**config.mk**
```make
export PLATFORM = sky130hd
export DESIGN_NAME = cic_merged_decim
export DESIGN_NICKNAME = d
export VERILOG_FILES = /design/src/rtl/cic_pkg.sv /design/src/rtl/cic_tick_gen.sv /design/src/rtl/cic_integ_chain.sv /design/src/rtl/cic_merge_stage.sv /design/src/rtl/cic_comb_chain.sv /design/src/rtl/cic_merged_decim.sv
export SDC_FILE = /design/constraint.sdc
export NUM_CORES = 1
export LEC_CHECK = 0
export BUFFER_PORTS_ARGS = -buffer_cell sky130_fd_sc_hd__buf_2
export CORE_ASPECT_RATIO = 0.75
export CORE_MARGIN = 4
export CORE_UTILIZATION = 60
export DETAILED_ROUTE_END_ITERATION = 8
export GPL_TIMING_DRIVEN = 0
export HOLD_SLACK_MARGIN = 0.02
export PLACE_DENSITY = 0.81
export SYNTH_ARGS = -nofsm -noshare
export SYNTH_HDL_FRONTEND = slang
export SYNTH_SLANG_ARGS = --single-unit
```
**constraint.sdc**
```tcl
create_clock -name clk -period 10.9 [get_ports clk]
set_input_delay 0.545 -clock clk [delete_from_list [all_inputs] [get_ports clk]]
set_output_delay 0.545 -clock clk [all_outputs]
set_load 0.02 [all_outputs]
```
**src/rtl/cic_pkg.sv**
```systemverilog
`timescale 1ns/1ps
package cic_pkg;

  // Bits needed to hold the full-precision result of the filter.
  function automatic int stage_width(input int in_w, input int order, input int ratio);
    return in_w + order * $clog2(ratio);
  endfunction

  // Bits needed for the group position counter.
  function automatic int group_bits(input int ratio);
    return (ratio > 1) ? $clog2(ratio) : 1;
  endfunction

endpackage

```
**src/rtl/cic_tick_gen.sv**
```systemverilog
`timescale 1ns/1ps
module cic_tick_gen
  import cic_pkg::*;
#(
  parameter int RATIO = 4
) (
  input  logic clk,
  input  logic rst,
  input  logic in_valid,
  output logic tick
);
  localparam int CW = group_bits(RATIO);
  localparam logic [CW-1:0] LAST = CW'(RATIO - 1);

  logic [CW-1:0] pos;

  assign tick = in_valid && (pos == LAST);

  always_ff @(posedge clk) begin
    if (rst)
      pos <= '0;
    else if (in_valid)
      pos <= (pos == LAST) ? '0 : pos + 1'b1;
  end
endmodule

```
**src/rtl/cic_integ_chain.sv**
```systemverilog
`timescale 1ns/1ps
module cic_integ_chain #(
  parameter int NS    = 2,
  parameter int IN_W  = 16,
  parameter int ACC_W = 22
) (
  input  logic             clk,
  input  logic             rst,
  input  logic             in_valid,
  input  logic [IN_W-1:0]  in_data,
  output logic [ACC_W-1:0] feed
);
  // Wrapping two's-complement add at accumulator width.
  function automatic logic [ACC_W-1:0] wrap_add(input logic [ACC_W-1:0] a,
                                                input logic [ACC_W-1:0] b);
    return a + b;
  endfunction

  logic [ACC_W-1:0] x_ext;
  logic [ACC_W-1:0] acc [NS];
  logic [ACC_W-1:0] nxt [NS];

  assign x_ext = {{(ACC_W-IN_W){in_data[IN_W-1]}}, in_data};

  for (genvar g = 0; g < NS; g++) begin : g_stage
    if (g == 0) begin : g_first
      assign nxt[g] = wrap_add(acc[g], x_ext);
    end else begin : g_rest
      assign nxt[g] = wrap_add(acc[g], nxt[g-1]);
    end

    always_ff @(posedge clk) begin
      if (rst)
        acc[g] <= '0;
      else if (in_valid)
        acc[g] <= nxt[g];
    end
  end

  // Value that the last plain integrator takes on this sample.
  assign feed = nxt[NS-1];
endmodule

```
**src/rtl/cic_merge_stage.sv**
```systemverilog
`timescale 1ns/1ps
module cic_merge_stage #(
  parameter int ACC_W = 22
) (
  input  logic             clk,
  input  logic             rst,
  input  logic             in_valid,
  input  logic             tick,
  input  logic [ACC_W-1:0] feed,
  output logic [ACC_W-1:0] acc
);
  function automatic logic [ACC_W-1:0] wrap_add(input logic [ACC_W-1:0] a,
                                                input logic [ACC_W-1:0] b);
    return a + b;
  endfunction

  // Ordinary samples accumulate; the group-closing sample restarts the
  // window from the preceding stage, so acc always spans RATIO terms
  // when it is handed to the combs.
  always_ff @(posedge clk) begin
    if (rst)
      acc <= '0;
    else if (tick)
      acc <= feed;
    else if (in_valid)
      acc <= wrap_add(acc, feed);
  end
endmodule

```
**src/rtl/cic_comb_chain.sv**
```systemverilog
`timescale 1ns/1ps
module cic_comb_chain #(
  parameter int NC    = 2,
  parameter int ACC_W = 22
) (
  input  logic             clk,
  input  logic             rst,
  input  logic             tick,
  input  logic [ACC_W-1:0] din,
  output logic [ACC_W-1:0] dout
);
  function automatic logic [ACC_W-1:0] wrap_sub(input logic [ACC_W-1:0] a,
                                                input logic [ACC_W-1:0] b);
    return a - b;
  endfunction

  logic [ACC_W-1:0] d   [NC+1];
  logic [ACC_W-1:0] dly [NC];

  assign d[0] = din;

  for (genvar g = 0; g < NC; g++) begin : g_comb
    assign d[g+1] = wrap_sub(d[g], dly[g]);

    always_ff @(posedge clk) begin
      if (rst)
        dly[g] <= '0;
      else if (tick)
        dly[g] <= d[g];
    end
  end

  assign dout = d[NC];
endmodule

```
**src/rtl/cic_merged_decim.sv**
```systemverilog
`timescale 1ns/1ps
module cic_merged_decim
  import cic_pkg::*;
#(
  parameter int ORDER = 3,
  parameter int RATIO = 4,
  parameter int IN_W  = 16,
  localparam int ACC_W = stage_width(IN_W, ORDER, RATIO)
) (
  input  logic             clk,
  input  logic             rst,
  input  logic             in_valid,
  input  logic [IN_W-1:0]  in_data,
  output logic             out_valid,
  output logic [ACC_W-1:0] out_data
);
  localparam int N_PLAIN = ORDER - 1;
  localparam int N_COMB  = ORDER - 1;

  if (ORDER < 2 || RATIO < 2) begin : g_bad_cfg
    $error("cic_merged_decim needs ORDER >= 2 and RATIO >= 2");
  end

  logic             dec_tick;
  logic [ACC_W-1:0] tail_feed;
  logic [ACC_W-1:0] tail_acc;
  logic [ACC_W-1:0] comb_out;

  cic_tick_gen #(.RATIO(RATIO)) u_tick (
    .clk      (clk),
    .rst      (rst),
    .in_valid (in_valid),
    .tick     (dec_tick)
  );

  cic_integ_chain #(.NS(N_PLAIN), .IN_W(IN_W), .ACC_W(ACC_W)) u_integ (
    .clk      (clk),
    .rst      (rst),
    .in_valid (in_valid),
    .in_data  (in_data),
    .feed     (tail_feed)
  );

  cic_merge_stage #(.ACC_W(ACC_W)) u_merge (
    .clk      (clk),
    .rst      (rst),
    .in_valid (in_valid),
    .tick     (dec_tick),
    .feed     (tail_feed),
    .acc      (tail_acc)
  );

  cic_comb_chain #(.NC(N_COMB), .ACC_W(ACC_W)) u_comb (
    .clk  (clk),
    .rst  (rst),
    .tick (dec_tick),
    .din  (tail_acc),
    .dout (comb_out)
  );

  always_ff @(posedge clk) begin
    if (rst) begin
      out_valid <= 1'b0;
      out_data  <= '0;
    end else begin
      out_valid <= dec_tick;
      if (dec_tick)
        out_data <= comb_out;
    end
  end
endmodule

```
-- After elaboration in Yosys (flattened, before gate mapping)
Memories as Yosys holds them, arrays and structs flattened.
Cells that the tools add are included.
- bitwise gates (word level): 4
- reductions and logical operators: 2
- equal/unequal tests: 1
- add/subtract/negate cells: 6
- muxes and demuxes: 15
- operator list (kind ; count):
    two-way mux 22 bit ; 6
    adder 22 bit ; 3
    subtractor 22 bit ; 2
    two-way mux 1 bit ; 8
    OR 1 bit ; 4
    adder 2 x 1 -> 2 bit, second input constant ; 1
    == test 2 bit, second input constant ; 1
    two-way mux 2 bit ; 1
    nonzero test 2 bit ; 1
    logical AND 1 bit ; 1
- memories: 2
- register bits: 47
- output and inout bits: 23
- logic and storage cells: 34
- RAM bits: 88
- memory list (name ; depth ; width ; rd ports ; clocked after Yosys merged registers in ; wr ports ; RTL line ; source):
    u_comb.dly ; 2 ; 22 ; 2 ; 0 ; 2 ; cic_comb_chain.sv:18 ; logic [ACC_W-1:0] dly [NC];
    u_integ.acc ; 2 ; 22 ; 2 ; 0 ; 2 ; cic_integ_chain.sv:20 ; logic [ACC_W-1:0] acc [NS];

-- Logic depth before layout (Yosys ltp)
- depth in word-level cells: 6
- gate-level depth with buffers: 28
- mapped depth without buffers: 28

-- Cells and area by module
Synthesis repeated with hierarchy kept, for this count alone.
- cells, all modules: 1150
- area total of the unflattened synthesis: 10679.0 um2
- by module, submodules not included (module ; seq. area each (um2) ; cells an instance ; times used ; area each (um2)):
    cic_comb_chain ; 1321.3 ; 414 ; 1 ; 3863.7
    cic_integ_chain ; 1321.3 ; 388 ; 1 ; 3834.9
    cic_merge_stage ; 440.4 ; 266 ; 1 ; 2058.2
    cic_merged_decim ; 460.4 ; 73 ; 1 ; 829.5
    cic_tick_gen ; 40.0 ; 9 ; 1 ; 92.6

-- Worst setup path after synthesis
Ideal clock, no wire load.
- kind: input to register
- start: input port in_data[0]
- end: register u_merge.acc[20]
- required time: 10.785 ns
- slack: 5.475 ns
- setup time: 0.115 ns
- data arrival time: 5.311 ns
- buffers on the path: 0
- cell stages on the path: 28
- cells stage by stage: ha_1 > inv_1 > fa_1 > nor2b_1 > o21ai_0 > a21oi_1 > o21ai_0 > a21oi_1 > a21o_1 > a21oi_1 > xnor2_1 > ha_1 > a21oi_1 > o21ai_0 > a21o_1 > a21o_1 > a21oi_1 > xnor2_1 > ha_1 > a21o_1 > a21o_1 > a21oi_1 > nand4bb_1 > nand2_1 > o21ai_1 > a31oi_1 > mux2_2 > a2111oi_0
- RTL lines (element ; RTL line ; source):
    from (decl) ; cic_merged_decim.sv:13 ; input logic [IN_W-1:0] in_data,
    to (signal assigned) ; cic_merge_stage.sv:26 ; acc <= wrap_add(acc, feed);
    to (decl) ; cic_merge_stage.sv:10 ; output logic [ACC_W-1:0] acc

==> metrics.md <==
| Metric | Value |
|---|---|
| Status | `complete, no violations` |
| P&R area growth vs syn | `10.5%` |
| Critical path origin | `u_integ.acc[0][0]` |
| Width of the die | `156 um` |
| Period minus WS final | `6120 ps` |
| Areal power density over the cells | `324 nW/um^2` |
| Mux share of post-synthesis cell area | `0.923%` |
| CP required | `11210 ps` |
| Sw Ratio | `44.9%` |
| Maximum buffer depth of the clock tree | `2` |
| Root Buffer Master | `clkbuf_16` |
| Most instantiated flip-flop cell in the synthesis netlist | `edfxtp_1` |
| Number of placed instances with taps included | `1322` |
| Post-synthesis adder-cell area fraction | `15.0%` |
| Number of buffers and inverters on the critical path | `1` |
| Final sum of negative setup slack | `0 ps` |
| Syn nets | `1205` |
| Worst-path clk slew | `60 ps` |
| RSZ-0062 raised after global routing | `false` |
| Setup Buffers After CTS | `0` |
| Hold Buf Count CTS | `0` |
| Number of hold violations in the final report | `0` |
| Floorplan Core Area | `16100 sq um` |
| Share of power burned in combinational logic | `65.2%` |
| Worst setup skew after layout | `9.59 ps` |
| Number of vias after detailed routing | `7921` |
| Most used cell, CP | `a21oi_1` |
| Nets@finish | `1266` |
| CP delay by family, top | `compound AO/OA/AOI/OAI gates` |
| Synth area leader | `edfxtp_1` |
| Cell area after synthesis | `9900 sq um` |
| Share of final-layout standard cells stronger than drive strength 1 | `7.26%` |
| Crit path capture type | `flop` |
| Largest net degree at the start of global routing | `45` |
| Largest family of logic cells by synthesized area | `compound AO/OA/AOI/OAI gates` |
| Post-cts gate resize count | `0` |
| Final worst path period share | `56.1%` |
| Parity-gate share of the synthesized area counting xor and xnor cells | `8.05%` |
| Number of pins exceeding their max-slew limit in the final report | `0` |
| Portion of total power attributed to sequential cells | `19.5%` |
| Worst R2R End | `u_merge.acc[20]` |
| Number of global-route vias before repair | `7395` |
| Buffers on Ports | `41` |
| Half-perimeter wire length after detailed placement | `16.1 mm` |
| DRC viols | `0` |
| Number of antenna-violating nets in the routed design | `0` |
| Largest vdd supply drop | `187 uV` |
| Synth top area cells | `edfxtp_1 (27%), ha_1 (14%), dfxtp_1 (9.5%), xnor2_1 (5.2%), a21oi_1 (4.5%)` |
| Post-Syn Instances | `1070` |
| Simple-gate share of the synthesized area | `16.4%` |
| Setup Slack @ Placement | `4670 ps` |
| Total power draw | `3.55 mW` |
| Row Count | `40` |
| Gpl congestion | `0.897` |
| Yosys warnings | `0` |
| Floorplan die height | `119 um` |
| Proportion of power drawn by the clock network | `15.3%` |
| Number of iterations in the first detailed-routing pass | `5` |
| Timing-limited maximum frequency | `0.163 GHz` |
| Worst path arrival time | `6430 ps` |
| Total inserted antenna cells | `0` |
| Startpoint class of the critical path | `flop` |
| Post-synthesis area per instance | `9.25 sq um` |
| Total Wirelength | `21.8 mm` |
| Clock latency reported for the late side of the worst-skew pair | `430 ps` |
| Highest cell delay on the worst timing path | `380 ps` |
| Antenna violations before repair | `0` |
| Category of the most critical setup path | `flop to flop` |
| Initial Utilization | `61.4%` |
| Die Area | `18600 sq um` |
| Async set-reset flop share out of synthesis | `0%` |
| Worst hold stages | `2` |
| Clock sink count | `135` |
| Final non-filler cell total | `1354` |
| Hold Path Class | `flop to flop` |
| All-Layer GR Usage | `23.7%` |
| Gr ovfl total | `0` |
| Deepest level of the CTS H-tree | `4` |
| Number of placed I/O pins | `42` |
| Number of setup violations in the final report | `0` |
| First-pass GRT wire length | `35.9 mm` |
| Length in cells of the worst reg-to-reg path | `28` |
| Static Leak | `4.96 nW` |
| First DRT Iteration DRCs | `581` |
| Count of flip-flops with a built-in enable after synthesis | `88` |
| CP endpoint | `u_merge.acc[20]` |
| Library cell with the highest instance count after synthesis | `ha_1` |
| Maximum fanout count along the critical path | `6` |
| TritonCTS clock tree | `built` |
| Max Cap Violations | `0` |
| Count of cell types in the netlist | `58` |
| Detail-routed net length per standard cell | `16.1 um` |
| Worst Slack Setup Final | `4780 ps` |
| NetSw | `1.59 mW` |
| Logic depth of the worst setup path including buffers | `28` |
| Slowest stage cell on the critical path | `edfxtp_1` |
| Per-cell via count in the routed design | `5.85` |
| Number of synthesized register bits | `135` |
| Sequential-to-total area share from yosys stat | `36.2%` |
| Slack of the worst reg-to-reg path | `4780 ps` |
| Worst-Margin Slew | `1130 ps` |
| Number of buffers created by CTS | `17` |
| Top-area cell type share of the netlist area | `26.7%` |
| Internal power | `1.95 mW` |
| Max-slew headroom at the worst pin | `24.8%` |
| Worst reg2reg path startpoint | `u_integ.acc[0][0]` |
| Leading post-synthesis cells by instance count | `ha_1 (111), a21oi_1 (89), edfxtp_1 (88)` |
| Compound-gate portion of the synthesized area | `19.4%` |
per-stage QoR:
step	instance area [sq um]	utilization [%]	hold slack [ps]
floorplan	9900	-	465
global placement	10400	64.3	431
detailed placement	10400	64.4	437
CTS	10900	67.9	451
global route	10900	67.9	476
finish	10900	67.9	449
flip-flops by register name, summed over array words and instances (netlist names):
| name | count |
|---|---|
| out_valid | 1 |
| u_tick.pos | 2 |
| u_comb.dly | 44 |
| out_data | 22 |
| u_integ.acc | 44 |
| u_merge.acc | 22 |
metal layers:
metal	wire [um]	vias to the layer above	GRT usage, %
li1	-	3993	-
met1	11100	3728	35.8
met2	9210	177	34.2
met3	1200	23	5.34
met4	282	0	6.02
met5	0	-	0
final cells by class:
class / count / area (sq um)
Inverter: 78 / 293
Multi-Input combinational cell: 829 / 5920
Fill cell: 1268 / 5170
Timing Repair Buffer: 42 / 225
Sequential cell: 135 / 3580
Buffer: 28 / 105
Tap cell: 210 / 263
Clock inverter: 12 / 76.3
Clock buffer: 20 / 478
how the worst min path moves through the flow:
| stage | from | end | slack (ps) |
|---|---|---|---|
| floorplan | u_tick.pos[1] | u_tick.pos[1] | 460 |
| global placement | out_data[2] | out_data[2] | 430 |
| detailed placement | out_data[16] | out_data[16] | 440 |
| CTS | out_data[16] | out_data[16] | 450 |
| global route | out_data[16] | out_data[16] | 480 |
| finish | out_data[16] | out_data[16] | 450 |
cells by family after synthesis:
logic type      Yosys count
simple gates            314
fa+ha+maj               116
mux                       9
buf+inv                 106
compound gates          299
xor+xnor                 91
flops                   135
power groups by stage:
stage | clock network, mW | logic (mW) | registers (mW)
after detailed placement | 0 | 2.25 | 0.700
after CTS | 0.547 | 2.29 | 0.691
after floorplan | 0 | 1.86 | 0.684
after global routing | 0.573 | 2.57 | 0.702
after global placement | 0 | 2.20 | 0.700
final | 0.542 | 2.31 | 0.691
cells in the final DEF (no fill, tap or decap), types with 18 or more instances in the layout:
master     instances
a211oi_1          22
a21o_1            41
a21oi_1           89
and2_1            62
and3_1            29
buf_2             41
clkbuf_1          25
clkbuf_16         18
dfxtp_1           47
edfxtp_1          88
ha_1             111
inv_1             77
nand2_1           57
nor2_1            80
o21ai_0           61
xnor2_1           59
xor2_1            32
worst register-to-register path: cells and delay by family (launching register included):
| kind | cells | cell delay [ps] |
|---|---|---|
| flops | 1 | 380 |
| compound gates | 17 | 3350 |
| xor+xnor | 2 | 390 |
| fa+ha+maj | 4 | 1120 |
| buf+inv | 1 | 80 |
| mux | 1 | 350 |
| simple gates | 3 | 340 |
Power figures use the tool's default switching activity.
